## src/rtl/pfc_pkg.sv

```systemverilog
package pfc_pkg;

    localparam int PORT_MAX = 8;
    localparam int WORD_W   = 32;
    localparam int RADDR_W  = 8;

    localparam logic [RADDR_W-1:0] STATUS_ADDR = 8'h00;
    localparam logic [1:0]         SLOT_PAGE   = 2'b01;

    typedef struct packed {
        logic [WORD_W-1:0] addr;
        logic [WORD_W-1:0] attr;
    } slot_t;

    typedef struct packed {
        logic [PORT_MAX-1:0] flags;
        logic                valid;
    } ctl_t;

    typedef struct packed {
        logic [WORD_W-1:0] data;
    } rd_t;

    function automatic logic [3:0] desc_code(input int ndesc);
        case (ndesc)
            12:      desc_code = 4'd1;
            16:      desc_code = 4'd2;
            default: desc_code = 4'd0;
        endcase
    endfunction

    // Status word, LSB-0 positions of the MSB-0 fields
    function automatic logic [WORD_W-1:0] pack_status(
        input logic [PORT_MAX-1:0] flags,
        input logic                valid,
        input logic [3:0]          rev,
        input logic [3:0]          nports,
        input logic [3:0]          dcode
    );
        logic [WORD_W-1:0] w;
        w = '0;
        for (int i = 0; i < PORT_MAX; i++) begin
            w[WORD_W-1-i] = flags[i];
        end
        w[23]    = 1'b1;
        w[19:16] = rev;
        w[15:12] = nports;
        w[11:8]  = dcode;
        w[0]     = valid;
        return w;
    endfunction

endpackage

```

## src/rtl/fault_slot.sv

```systemverilog
module fault_slot
    import pfc_pkg::*;
#(
    parameter bit PRESENT = 1'b1
) (
    input  logic              clk,
    input  logic              rst_n,
    input  logic              strobe,
    input  logic              enable,
    input  logic [WORD_W-1:0] addr_in,
    input  logic [WORD_W-1:0] attr_in,
    output logic [WORD_W-1:0] addr_q,
    output logic [WORD_W-1:0] attr_q
);

    slot_t st_d, st_q;
    logic  take;

    always_comb begin
        st_d = st_q;
        take = PRESENT && strobe && enable;
        if (take) begin
            st_d.addr = addr_in;
            st_d.attr = attr_in;
        end
    end

    always_ff @(posedge clk or negedge rst_n) begin
        if (!rst_n) st_q <= '0;
        else        st_q <= st_d;
    end

    assign addr_q = st_q.addr;
    assign attr_q = st_q.attr;

    generate
        if (PRESENT) begin : g_live
            // every accepted strobe lands in both registers
            a_r1_capture_pair: assert property (@(posedge clk) disable iff (!rst_n)
                (strobe && enable) |=> (addr_q == $past(addr_in) && attr_q == $past(attr_in)));
            // nothing moves while protection is off
            a_r6_hold_when_off: assert property (@(posedge clk) disable iff (!rst_n)
                (!enable) |=> ($stable(addr_q) && $stable(attr_q)));
        end else begin : g_absent
            // an unimplemented port never holds data
            a_r7_absent_zero: assert property (@(posedge clk) disable iff (!rst_n)
                strobe |=> (addr_q == '0 && attr_q == '0));
        end
    endgenerate

endmodule

```

## src/rtl/fault_status.sv

```systemverilog
module fault_status
    import pfc_pkg::*;
#(
    parameter int NUM_PORTS = 8
) (
    input  logic                clk,
    input  logic                rst_n,
    input  logic [PORT_MAX-1:0] hit,
    input  logic                wr_en,
    input  logic [PORT_MAX-1:0] clr_mask,
    input  logic                valid_wr,
    output logic [PORT_MAX-1:0] flags_q,
    output logic                valid_q
);

    localparam logic [PORT_MAX-1:0] PORT_MASK = PORT_MAX'((1 << NUM_PORTS) - 1);

    ctl_t                ctl_d, ctl_q;
    logic [PORT_MAX-1:0] set_v;
    logic [PORT_MAX-1:0] clr_v;

    always_comb begin
        ctl_d = ctl_q;
        set_v = hit & PORT_MASK & {PORT_MAX{ctl_q.valid}};
        clr_v = wr_en ? clr_mask : '0;
        ctl_d.flags = (ctl_q.flags & ~clr_v) | set_v;
        if (wr_en) ctl_d.valid = valid_wr;
    end

    always_ff @(posedge clk or negedge rst_n) begin
        if (!rst_n) ctl_q <= '0;
        else        ctl_q <= ctl_d;
    end

    assign flags_q = ctl_q.flags;
    assign valid_q = ctl_q.valid;

    generate
        for (genvar i = 0; i < NUM_PORTS; i++) begin : g_flag_chk
            // capture beats a coincident clear
            a_r4_set_wins: assert property (@(posedge clk) disable iff (!rst_n)
                (hit[i] && valid_q) |=> flags_q[i]);
            // write-one clears when no capture coincides
            a_r4_clear_one: assert property (@(posedge clk) disable iff (!rst_n)
                (wr_en && clr_mask[i] && !(hit[i] && valid_q)) |=> !flags_q[i]);
            // write-zero keeps the flag
            a_r4_zero_keeps: assert property (@(posedge clk) disable iff (!rst_n)
                (flags_q[i] && !(wr_en && clr_mask[i])) |=> flags_q[i]);
            // no flag rises while disabled
            a_r6_no_set_off: assert property (@(posedge clk) disable iff (!rst_n)
                (!valid_q && !flags_q[i]) |=> !flags_q[i]);
        end
        for (genvar j = NUM_PORTS; j < PORT_MAX; j++) begin : g_absent_chk
            // flags of missing ports stay low
            a_r7_absent_flag: assert property (@(posedge clk) disable iff (!rst_n)
                hit[j] |=> !flags_q[j]);
        end
    endgenerate

endmodule

```

## src/rtl/prot_fault_capture.sv

```systemverilog
module prot_fault_capture
    import pfc_pkg::*;
#(
    parameter int         NUM_PORTS = 8,
    parameter int         NUM_DESC  = 16,
    parameter logic [3:0] REV_LEVEL = 4'd1
) (
    input  logic                       clk,
    input  logic                       rst_n,
    input  logic [PORT_MAX-1:0]        err_hit,
    input  logic [PORT_MAX*WORD_W-1:0] err_addr,
    input  logic [PORT_MAX*WORD_W-1:0] err_attr,
    input  logic [RADDR_W-1:0]         reg_addr,
    input  logic                       reg_wr,
    input  logic                       reg_rd,
    input  logic [WORD_W-1:0]          reg_wdata,
    output logic [WORD_W-1:0]          reg_rdata,
    output logic                       prot_enable
);

    localparam logic [3:0] NPORT_FIELD = 4'(NUM_PORTS);
    localparam logic [3:0] DCODE_FIELD = desc_code(NUM_DESC);

    logic [WORD_W-1:0]   cap_addr [PORT_MAX];
    logic [WORD_W-1:0]   cap_attr [PORT_MAX];
    logic [PORT_MAX-1:0] flags;
    logic                valid;
    logic                status_wr;
    logic [PORT_MAX-1:0] clr_mask;
    logic [WORD_W-1:0]   status_word;

    // flag n occupies MSB-0 bit n, i.e. wdata[31-n]
    always_comb begin
        status_wr = reg_wr && (reg_addr == STATUS_ADDR);
        for (int i = 0; i < PORT_MAX; i++) begin
            clr_mask[i] = reg_wdata[WORD_W-1-i];
        end
    end

    fault_status #(
        .NUM_PORTS (NUM_PORTS)
    ) u_status (
        .clk      (clk),
        .rst_n    (rst_n),
        .hit      (err_hit),
        .wr_en    (status_wr),
        .clr_mask (clr_mask),
        .valid_wr (reg_wdata[0]),
        .flags_q  (flags),
        .valid_q  (valid)
    );

    generate
        for (genvar n = 0; n < PORT_MAX; n++) begin : g_slot
            fault_slot #(
                .PRESENT (n < NUM_PORTS)
            ) u_slot (
                .clk     (clk),
                .rst_n   (rst_n),
                .strobe  (err_hit[n]),
                .enable  (valid),
                .addr_in (err_addr[n*WORD_W +: WORD_W]),
                .attr_in (err_attr[n*WORD_W +: WORD_W]),
                .addr_q  (cap_addr[n]),
                .attr_q  (cap_attr[n])
            );
        end
    endgenerate

    assign status_word = pack_status(flags, valid, REV_LEVEL, NPORT_FIELD, DCODE_FIELD);
    assign prot_enable = valid;

    // read path
    rd_t rd_d, rd_q;

    always_comb begin
        rd_d = '0;
        if (reg_rd) begin
            if (reg_addr == STATUS_ADDR) begin
                rd_d.data = status_word;
            end else if (reg_addr[7:6] == SLOT_PAGE && reg_addr[1:0] == 2'b00) begin
                rd_d.data = reg_addr[2] ? cap_attr[reg_addr[5:3]] : cap_addr[reg_addr[5:3]];
            end
        end
    end

    always_ff @(posedge clk or negedge rst_n) begin
        if (!rst_n) rd_q <= '0;
        else        rd_q <= rd_d;
    end

    assign reg_rdata = rd_q.data;

    // idle cycles return zero
    a_r9_idle_zero: assert property (@(posedge clk) disable iff (!rst_n)
        (!reg_rd) |=> (reg_rdata == '0));
    // the pin mirrors the stored enable written one cycle before
    a_r6_enable_write: assert property (@(posedge clk) disable iff (!rst_n)
        status_wr |=> (prot_enable == $past(reg_wdata[0])));
    // the fixed fields never move
    a_r5_fixed_fields: assert property (@(posedge clk) disable iff (!rst_n)
        (reg_rd && reg_addr == STATUS_ADDR) |=>
            (reg_rdata[23:8] == {1'b1, 3'b000, REV_LEVEL, NPORT_FIELD, DCODE_FIELD}
             && reg_rdata[7:1] == '0));

endmodule

```

## config.mk

```make
export PLATFORM = sky130hd
export DESIGN_NAME = prot_fault_capture
export DESIGN_NICKNAME = d
export VERILOG_FILES = /design/src/rtl/pfc_pkg.sv /design/src/rtl/fault_slot.sv /design/src/rtl/fault_status.sv /design/src/rtl/prot_fault_capture.sv
export SDC_FILE = /design/constraint.sdc
export NUM_CORES = 1
export LEC_CHECK = 0
export ABC_AREA = 1
export BUFFER_PORTS_ARGS = -buffer_cell sky130_fd_sc_hd__buf_2
export CORE_MARGIN = 4
export CORE_UTILIZATION = 30
export CTS_CLUSTER_SIZE = 16
export DETAILED_ROUTE_END_ITERATION = 16
export PLACE_DENSITY_LB_ADDON = 0.08
export SETUP_SLACK_MARGIN = 0.4
export SYNTH_ARGS = -nofsm -noshare
export SYNTH_HDL_FRONTEND = slang
export SYNTH_SLANG_ARGS = --single-unit
```

## constraint.sdc

```tcl
create_clock -name clk -period 1.6 [get_ports clk]
set_input_delay 0.16 -clock clk [delete_from_list [all_inputs] [get_ports clk]]
set_output_delay 0.16 -clock clk [all_outputs]
set_load 0.03 [all_outputs]
```

; ---- After elaboration in Yosys (flattened, before gate mapping)
; Index checks and enable logic that the tools add are counted.
[totals]
reg_bits = 553
out_inout_bits = 33
inputBits = 564
[op_classes]
bitwise_logic = 5
n_lt_le_gt_ge = 1
n_mux = 11
reduce_logical = 12
eq_ne = 1
[op_table]
columns = op, count
row1 = $mux W32, 8
row2 = $bmux W32 S3, 2
row3 = $and A8 B8 Y8, 2
row4 = $logic_and A1 B1 Y1, 10
row5 = $logic_not A8 Y1, 1
row6 = $mux W8, 1
row7 = $not A8 Y8, 1
row8 = $or A8 B8 Y8, 1
row9 = $ge A4 B4 Y1 const B, 1
row10 = $not A3 Y4, 1
row11 = $eq A2 B1 Y1 const B, 1
row12 = $logic_not A2 Y1, 1

; ---- Longest topological paths before layout
; Gate-level depths: netlist of run 1.
[logic_depth]
ltp_word = 8
ltp_mapped = 11
mapped_depth_nobuf = 8

; ---- Modules after synthesis
; A second synthesis of run 1 with hierarchy kept.
[hier_totals]
cells_unflattened = 3708
hier_area_um2 = 28691.3
[by_module_without_submodules]
columns = mod, area_per_inst_um2, n_inst, seq_area_each_um2, cells_per_inst
row1 = fault_slot, 2676.3, 8, 1601.5, 277
row2 = prot_fault_capture, 6900.4, 1, 800.8, 1446
row3 = fault_status, 380.4, 1, 225.2, 46

; ---- Least setup slack after synthesis of run 1
; No wires, ideal clock.
[synth_path]
path_kind = register to register
from = register u_status.ctl_q (netlist bit u_status.valid_q)
to = register g_slot[2].u_slot.st_q (netlist bit g_slot[2].u_slot.addr_q[10])
setup_slack_ns = 0.012
setup_ns = 0.125
path_stages_with_launch = 5
arrival_ns = 1.463
cell_sequence = dfrtp_1 > buf_2 > nand2_1 > buf_2 > mux2_2
[synth_via]
elab_chain_len = 1
[synth_rtl]
columns = item, line
row1 = start: declaration, fault_status.sv:18  ; ctl_t ctl_d, ctl_q;
row2 = start signal: assignment, fault_status.sv:32  ; else ctl_q <= ctl_d;
row3 = $logic_and A1 B1 Y1, fault_slot.sv:21  ; take = PRESENT && strobe && enable;
row4 = end signal: assignment, fault_slot.sv:30  ; else st_q <= st_d;
row5 = end: declaration, fault_slot.sv:16  ; slot_t st_d, st_q;
; No other way between the ends.
; A chain may end at the register's enable or synchronous reset.

; ---- Worst setup path in the final report of run 1
[layout_path]
from = register u_status.ctl_q (netlist bit u_status.valid_q)
to = register g_slot[4].u_slot.st_q (netlist bit g_slot[4].u_slot.addr_q[7])
[layout_via]
elab_chain_len = 1
[layout_rtl]
columns = item, line
row1 = $logic_and A1 B1 Y1, fault_slot.sv:21
row2 = end signal: assignment, fault_slot.sv:30
row3 = end: declaration, fault_slot.sv:16
; No other way between the ends.

==> results.ini, run 1 <==
[die]
die_h_um=300
row_count=106
dieArea_um2=90000
coreArea_um2=84100
initial_core_util_pct=30.4
die_w_um=300
num_io_pins=597

[sta]
fmax_mhz=636
tightest_slew_ps=486
period_share_pct=98.3
fin_ws_ps=26.7
fin_crit_ps=1570
setup_viol=0
rsz0062_at_grt=true
relSlewSlack_pct=67.3
worst_clock_skew_ps=29.5
hold_viol=0
drv_slew=0

[power_and_ir_drop]
power_density_nw_per_um2=1250
intPower_mw=35.1
p_clk_share_pct=32.5
leakagePower_nw=20.1
p_sw_share_pct=30.1
p_sw_mw=15.1
seqPwrFrac_pct=41.4
comb_power_share_pct=26.2
vdd_drop_max_mv=0.780

[synthesis]
synth_xor_area_share_pct=0
synth.area.mux_share_pct=11.0
yosys.area_share.simple_pct=17.9
syn_area_um2=25600
synth_cells=2861
syn_avg_cell_area_um2=8.94
ys_warn_count=0
synthDistinctLibCells=19
synth_top_family_by_area=simple AND/OR/NAND/NOR gates
synth_compound_area_share_pct=9.46
syn_nets=3425
synth_top_cell_area_share_pct=54.1
ys_ff_latch=553
synth_adder_area_share_pct=0
synth_area_leaders=dfrtp_1, mux2_2, nand2_1
ys_seq_area_share_pct=54.1
yosysTopAreaCell=dfrtp_1

[clock_network]
cts_tree=built
htreeDepth=3
cts_buffer_depth=3
cts_sinks=553
insertion_delay_ps=620
clkTransAtPathRegs_ps=60
cts_buffers=70
cts_root_buf=clkbuf_16

[worst_setup_path]
r2r_start=u_status.valid_q$_DFFE_PN0N_
worstReg2RegEnd=g_slot[4].u_slot.addr_q[7]$_DFFE_PN0P_
cp_slowest_cell=dfrtp_2
cp-start-kind=flop
arrival_ps=2060
crit_start=u_status.valid_q$_DFFE_PN0N_
path_class=reg -> reg
critPathMaxFanout=9
cp-end-kind=flop
cp.required_ps=2090
r2r_slack_ps=30
reg2reg_depth=5
cpPeakStageDelay_ps=420
worstPathCellList=buf_12 > buf_6 > nand2_8 > clkbuf_16 > mux2_2
endpoint=g_slot[4].u_slot.addr_q[7]$_DFFE_PN0P_

[global_route]
antenna_found_initial=15
track_usage_pct=24.6
grt_max_degree=73
grt_pass1_vias=26800
grt_pass1_wl_mm=167
gr-total-overflow=0

[routing]
vias=25100
final_antenna_net_count=0
wl_mm=116
drtIter0Drc=1541
wl_per_cell_um=22.0
drt_pass1_iterations=5
drc=0
via_per_inst=4.77

[layout]
stdcell_area_um2=40300
drive_above_1_share_pct=30.0
syn2layout_area_growth_pct=57.6
finalNetCount=4628

[status]
outcome=completed

[placement]
routabilityCongestion=0.845
port_buffers=573
dp_slack_ps=-256
dpl_cell_area_um2=31400
dp_hpwl_mm=80.2

[flow_run]
maxCapViolations=0

[min_path]
min_path_type=in -> async

cell usage in the layout, fill, tap and decap left out, types with 5 or more instances in the layout:
master and count:
nor2_1 411, nor2_4 10, mux2_2 229, buf_6 8, buf_16 15, diode_2 9, o21ai_0 103, buf_2 568
nand2_2 7, clkinv_2 8, nor2_2 6, nand2_1 448, a21oi_1 254, nand2_4 5, buf_4 115, dfrtp_1 552
clkbuf_8 25, o21ai_1 28, clkbuf_1 12, o211ai_1 43, nand2_8 5, a21oi_2 28, clkbuf_16 85, dlygate4sd3_1 525
buf_8 5, mux2_4 20, inv_1 263, buf_12 74, nand3_1 240
synth_stat cells, drive strengths merged:
library cell  number
a31oi              1
o211ai            43
mux2             249
o21ai            135
buf              136
nor2             427
nand2            465
clkbuf            57
nor3b              1
dfrtp            553
inv              268
a21oi            283
nand3            243
area by class of cell:
cell class	instances	area (µm²)
diodes	9	22.5
clock inverters	17	220
multi-input cells	1847	10300
flip-flops and latches	553	13800
fillers	8045	43800
well taps	1134	1420
repair buffers	1324	11400
inverters	268	1020
clock buffers	108	2170
power by group through the flow:
stage / clock network (mW) / logic [mW] / registers (mW)
final: 16.3 / 13.2 / 20.8
after global routing: 17.2 / 14.7 / 21.3
after CTS: 16.7 / 13.1 / 20.8
after detailed placement: 0 / 11.6 / 21.0
after global placement: 0 / 11.4 / 20.8
after floorplan: 0 / 7.43 / 20.4
metal layers:
metal / vias up / part of all wire [%] / GRT usage (%)
met1: 12400 / 41 / 30.3
met3: 231 / 4.8 / 3.67
met2: 800 / 50 / 43.6
li1: 11700 / - / -
met4: 8 / 4.2 / 9.50
met5: - / 0.049 / 0
critical path, delay by kind of cell, from the launching register on:
| family | cells | cell delay (ps) |
|---|---|---|
| buf+inv | 3 | 530 |
| flops | 1 | 420 |
| mux | 1 | 340 |
| simple gates | 1 | 120 |
repair_timing:
action	CTS	global route
cloned	8	18
resized for setup	95	35
buffers inserted	11	5
pin swaps	16	8
endpoints found under the hold margin	881	0
hold buffers	525	0
endpoints found under the setup margin	574	585
state kept, by name (all words and copies together), names as in the netlist:
register              count
g_slot.u_slot.attr_q    256
g_slot.u_slot.addr_q    256
u_status.valid_q          1
reg_rdata                32
u_status.flags_q          8
per-stage QoR:
step / power [mW] / hold WS, ps / TNS, ps / util (%) / std cells
floorplan: 27.8 / -136 / 0 / - / 2861
global placement: 32.3 / 65.7 / -1280 / 37.3 / 4559
detailed placement: 32.6 / 69.9 / -1390 / 37.3 / 4559
CTS: 50.5 / 2.21 / 0 / 47.2 / 5228
global route: 53.1 / 31.6 / 0 / 47.9 / 5258
finish: 50.2 / 30.8 / 0 / 47.9 / 5260
cell families (layout without fill, tap and decap cells):
| family | Yosys count | in the layout |
|---|---|---|
| buffers and inverters | 461 | 1717 |
| muxes | 249 | 249 |
| AOI/OAI and AO/OA | 462 | 462 |
| other | 0 | 9 |
| and+or+nand+nor | 1136 | 1136 |
| DFF | 553 | 553 |
how the worst min path moves through the flow:
| stage | end | slack [ps] | from | cells after the start |
|---|---|---|---|---|
| 6_report | g_slot[2].u_slot.attr_q[29]$_DFFE_PN0P_ | 30 | rst_n | 2 |
| 3_3_place_gp | g_slot[2].u_slot.addr_q[15]$_DFFE_PN0P_ | 70 | rst_n | 1 |
| 3_5_place_dp | g_slot[2].u_slot.addr_q[15]$_DFFE_PN0P_ | 70 | rst_n | 1 |
| 5_1_grt | g_slot[2].u_slot.attr_q[29]$_DFFE_PN0P_ | 30 | rst_n | 2 |
| 2_1_floorplan | g_slot[0].u_slot.addr_q[0]$_DFFE_PN0P_ | -140 | rst_n | 0 |
| 4_1_cts | g_slot[1].u_slot.attr_q[24]$_DFFE_PN0P_ | 2 | rst_n | 2 |
Note: power is estimated with default switching activity, not from simulation.
==> run 2: changes to the inputs <==
CORE_MARGIN = 1.5   (was 4)
==> run 2 against run 1 <==
Against the previous run:
- clock skew decreased by 3.2 ps
- power increased by 1.9%
- largest power group unchanged
- non-clock buffer count decreased by 9
- cell count decreased by 0.17%
- sequential power about the same
- critical path depth unchanged
- global-route usage increased by 0.63 points
- highest routed layer unchanged
- combinational power about the same
- utilization decreased by 0.24 points
==> results.ini, run 2 (same netlist as run 1, synthesis figures left out) <==
[worst_setup_path]
path_class=reg -> reg
worstReg2RegEnd=g_slot[5].u_slot.attr_q[21]$_DFFE_PN0P_
worstPathCellList=buf_12 > buf_12 > nand2_8 > buf_12 > mux2_2
crit_start=u_status.valid_q$_DFFE_PN0N_
arrival_ps=2040
cp-start-kind=flop
r2r_start=u_status.valid_q$_DFFE_PN0N_
cp-end-kind=flop
crit_top_cell=buf_12
cpPeakStageDelay_ps=420
r2r_slack_ps=30
reg2reg_depth=5
critPathMaxFanout=9
cp.required_ps=2080
cp_slowest_cell=dfrtp_2

[layout]
drive_above_1_share_pct=30.1
mostFrequentLayoutCell=buf_2
finalNetCount=4619
syn2layout_area_growth_pct=56.8
stdcell_area_um2=40100
final_cell_mix=buf_2, dfrtp_1, dlygate4sd3_1, nand2_1, nor2_1
fin_cells=5251
nFillCells=8007

[clock_network]
cts_buffer_depth=3
cts_tree=built
cts_buffers=70
htreeDepth=3
clkTransAtPathRegs_ps=60
cts_sinks=553
cts_root_buf=clkbuf_16
insertion_delay_ps=610

[placement]
dpl_cell_area_um2=31200
dp_slack_ps=-128
routabilityCongestion=0.863
port_buffers=573
placedCellCount=4556
dp_hpwl_mm=78.6

[sta]
tightest_slew_ps=561
period_share_pct=97.9
relSlewSlack_pct=62.6
hold_viol=0
worst_clock_skew_ps=26.3
fmax_mhz=638
rsz0062_at_grt=true
setup_viol=0
fin_ws_ps=33.1
drv_slew=0
fin_crit_ps=1570

[power_and_ir_drop]
power_density_nw_per_um2=1280
p_total_mw=51.2
vdd_drop_max_mv=0.715
leakagePower_nw=20.0
p_sw_share_pct=29.8
p_sw_mw=15.2
intPower_mw=35.9
comb_power_share_pct=25.8
p_clk_share_pct=33.6
seqPwrFrac_pct=40.6

[global_route]
grt_max_degree=69
track_usage_pct=25.3
gr-total-overflow=0
grt_pass1_wl_mm=164
antenna_found_initial=11
grt_pass1_vias=26700

[routing]
wl_mm=114
drtIter0Drc=1327
final_antenna_net_count=0
vias=24900
wl_per_cell_um=21.7
via_per_inst=4.74
drt_pass1_iterations=5
drc=0

[min_path]
min_path_type=in -> async

[status]
outcome=completed

[die]
coreArea_um2=84100
initial_core_util_pct=30.4
row_count=106
num_io_pins=597
die_h_um=295
dieArea_um2=87000
die_w_um=295

[flow_run]
maxCapViolations=0

run 2: how the worst max path moves through the flow:
stage                                              endpoint  cells past startpoint
finish              g_slot[5].u_slot.attr_q[21]$_DFFE_PN0P_                      5
global route        g_slot[5].u_slot.attr_q[21]$_DFFE_PN0P_                      5
CTS                                             prot_enable                      2
floorplan           g_slot[0].u_slot.addr_q[18]$_DFFE_PN0P_                      5
global placement                    reg_rdata[13]$_DFF_PN0_                     11
detailed placement                  reg_rdata[10]$_DFF_PN0_                     11
run 2: cell type report:
cell class	count	area, µm²	share of cell area [%]
repair buffers	1315	11100	27.7
flip-flops and latches	553	13800	34.5
inverters	268	1020	2.54
well taps	1134	1420	3.54
multi-input cells	1847	10200	25.5
clock buffers	96	2020	5.04
diodes	8	20.0	0.0499
clock inverters	30	463	1.15
run 2: power groups by stage:
stage / registers (mW) / clock network [mW] / logic, mW
floorplan: 20.4 / 0 / 7.43
global placement: 20.9 / 0 / 11.5
detailed placement: 21.0 / 0 / 11.7
CTS: 20.8 / 17.5 / 13.0
global route: 21.3 / 18.0 / 14.7
finish: 20.8 / 17.2 / 13.2
run 2: per-layer routing:
layer | track usage (%) | routed length (µm) | up-vias
li1 | - | - | 11700
met1 | 31.2 | 47300 | 12300
met2 | 44.4 | 56800 | 729
met3 | 2.87 | 4690 | 228
met4 | 11.0 | 5050 | 6
met5 | 0 | 38 | -
run 2: what timing repair did:
| action | CTS | global route |
|---|---|---|
| endpoints found under the hold margin | 1027 | 0 |
| setup endpoints to repair | 575 | 583 |
| buffers inserted | 7 | 6 |
| hold buffers | 525 | 0 |
| gates resized for setup | 61 | 64 |
| gates cloned | 6 | 17 |
| pin swaps | 9 | 7 |
run 2: worst max-delay path: cells and delay by family, from the launching register on:
kind,cells,cell delay (ps)
muxes,1,350
and+or+nand+nor,1,150
DFF,1,420
buffers and inverters,3,490
run 2: stage by stage:
step,TNS (ps),hold WS [ps],util [%]
2_1_floorplan,0,-136,-
5_1_grt,0,17.4,47.7
3_3_place_gp,-975,39.2,37.1
6_report,0,25.2,47.7
4_1_cts,0,-21.7,46.9
3_5_place_dp,-848,36.8,37.1
==> run 3: changes to the inputs <==
SYNTH_HIERARCHICAL = 1   (was unset)
==> run 3 against run 2 <==
Against the previous run:
- the run now ends with negative setup slack left
- routed wire length grew 17%
- sequential cell count is the same
- global-route usage increased by 1.7 points
- die area is 12% higher
- largest cell class unchanged
==> results.ini, run 3 <==
[routing]
wl_mm=133
wl_per_cell_um=21.4
drtIter0Drc=1873
final_antenna_net_count=0
drc=0
drt_pass1_iterations=5
via_per_inst=4.69
vias=29100

[synthesis]
synth_xor_area_share_pct=0
ys.flop_type=dfrtp_1
yosysTopAreaCell=dfrtp_1
synthArstFlopShare_pct=100
synth_cells=3708
synth_top_cell_area_share_pct=48.2
ys_warn_count=6
ys_ff_latch=553
syn_nets=4272
synthDistinctLibCells=24
yosys.area_share.simple_pct=36.8
synth_compound_area_share_pct=2.75
synth_area_leaders=dfrtp_1, nand2_1, nand3_1
syn_area_um2=28700
synth.most_common_cell=nand2_1
yosys-top-cells-count=nand2_1, nand3_1, dfrtp_1
syn_avg_cell_area_um2=7.74
ys_seq_area_share_pct=48.2
synth_top_family_by_area=simple AND/OR/NAND/NOR gates
synth.area.mux_share_pct=0
synth_adder_area_share_pct=0
synth-edff-count=0

[layout]
nFillCells=9627
finalNetCount=5450
mostFrequentLayoutCell=nand2_1
seq_area_um2=13800
final_cell_mix=nand2_1, buf_2, dfrtp_1, nand3_1, dlygate4sd3_1
drive_above_1_share_pct=24.5
multi_input_area_um2=12700
fin_cells=6210
syn2layout_area_growth_pct=49.5

[placement]
routabilityCongestion=0.849
port_buffers=573
placedCellCount=5512
dp_hpwl_mm=94.0

[sta]
fmax_mhz=600
drv_slew=0
fin_ws_ps=-66.3
rsz0062_at_grt=true
period_share_pct=104
relSlewSlack_pct=65.8
setup_viol=81
fin_crit_ps=1670
setup_tns_ps=-2140
hold_viol=0
tightest_slew_ps=513
worst_clock_skew_ps=17.6

[global_route]
grt_pass1_wl_mm=196
grt_max_degree=65
antenna_found_initial=13
track_usage_pct=26.9
gr-total-overflow=0
grt_pass1_vias=30200

[worst_setup_path]
path_class=reg -> out
arrival_ps=1510
crit_start=u_status/valid_q$_DFFE_PN0P_
cp-end-kind=output pin
cp.required_ps=1440
cp-start-kind=flop
r2r_slack_ps=-60
r2r_start=u_status/valid_q$_DFFE_PN0P_
critPathMaxFanout=2

[clock_network]
cts_sinks=553
cts_buffer_depth=3
clkTransAtPathRegs_ps=60
cts_root_buf=clkbuf_16
cts_tree=built
insertion_delay_ps=610
cts_buffers=68
htreeDepth=3

[power_and_ir_drop]
leakagePower_nw=22.5
power_density_nw_per_um2=936
vdd_drop_max_mv=0.546
p_total_mw=40.2

[die]
die_h_um=312
row_count=113
num_io_pins=597
dieArea_um2=97500
coreArea_um2=94900
initial_core_util_pct=30.2
die_w_um=312

[min_path]
hold_start=reg_addr[7]
min_path_type=in -> reg

[flow_run]
maxCapViolations=0

[status]
violations=negative setup slack
outcome=finished with violations

run 3: cell count changes after synthesis, moves of 61 or more:
cell,before,now
a21oi_1,283,19
inv_1,265,204
nand3_1,243,747
clkbuf_8,0,136
mux2_2,249,0
nor2_1,427,157
nand2_1,465,1626
run 3: timing repair:
action,CTS,global route
hold endpoints to repair,1034,0
buffers inserted,23,2
hold buffers,528,0
cloned,15,1
pin swaps,20,0
gates resized for setup,138,9
endpoints found under the setup margin,578,584
run 3: path summary, 6_finish.rpt:
| kind | to | cells after the start |
|---|---|---|
| min in group asynchronous | reg_rdata[5]$_DFF_PN0_ | 2 |
| min reg2reg | g_slot[7].u_slot/attr_q[2]$_DFFE_PN0P_ | 2 |
| min | reg_rdata[10]$_DFF_PN0_ | 5 |
| max | prot_enable | 3 |
| max in group asynchronous | g_slot[4].u_slot/attr_q[28]$_DFFE_PN0P_ | 3 |
| max reg2reg | g_slot[0].u_slot/addr_q[13]$_DFFE_PN0P_ | 7 |
run 3: power by group:
group | internal (mW) | total [mW] | switching (mW)
clock | 9.17 | 15.6 | 6.40
sequential | 15.2 | 15.9 | 0.724
combinational | 3.78 | 8.66 | 4.88
run 3: cell type report:
| cell class | instances | share of cell area (%) |
|---|---|---|
| multi-input combinational | 2678 | 29.6 |
| inverter | 207 | 1.85 |
| clock buffer | 104 | 4.78 |
| antenna | 6 | 0.0350 |
| tap | 1265 | 3.69 |
| clock inverter | 19 | 0.405 |
| sequential | 553 | 32.3 |
| timing repair buffer | 1378 | 27.3 |
run 3: kinds of logic (layout without fill, tap and decap cells):
| family | Yosys count | after routing |
|---|---|---|
| buf+inv | 478 | 1708 |
| compound gates | 134 | 134 |
| flops | 553 | 553 |
| other cells | 0 | 6 |
| simple gates | 2543 | 2544 |
run 3: critical path, stage by stage (launching register included):
cell,delay [ps]
dfrtp_4,500
buf_12,150
buf_16,120
buf_8,120
run 3: routing by layer:
metal / vias to the layer above / GRT usage, % / wire length (µm)
met2: 777 / 44.5 / 62000
met1: 13900 / 36.4 / 60300
met5: - / 0 / 67
li1: 14100 / - / -
met4: 12 / 9.16 / 4790
met3: 226 / 3.35 / 5680
run 3: per-stage QoR:
step / utilization, % / hold slack, ps / cell area (µm²) / worst slack [ps]
4_1_cts: 45.1 / 11.3 / 42800 / -97.9
3_5_place_dp: 35.9 / 103 / 34000 / -277
5_1_grt: 45.2 / 40.9 / 42900 / -94.0
3_3_place_gp: 35.9 / 110 / 34000 / -279
2_1_floorplan: - / -136 / 29800 / 221
6_report: 45.2 / 37.0 / 42900 / -66.3
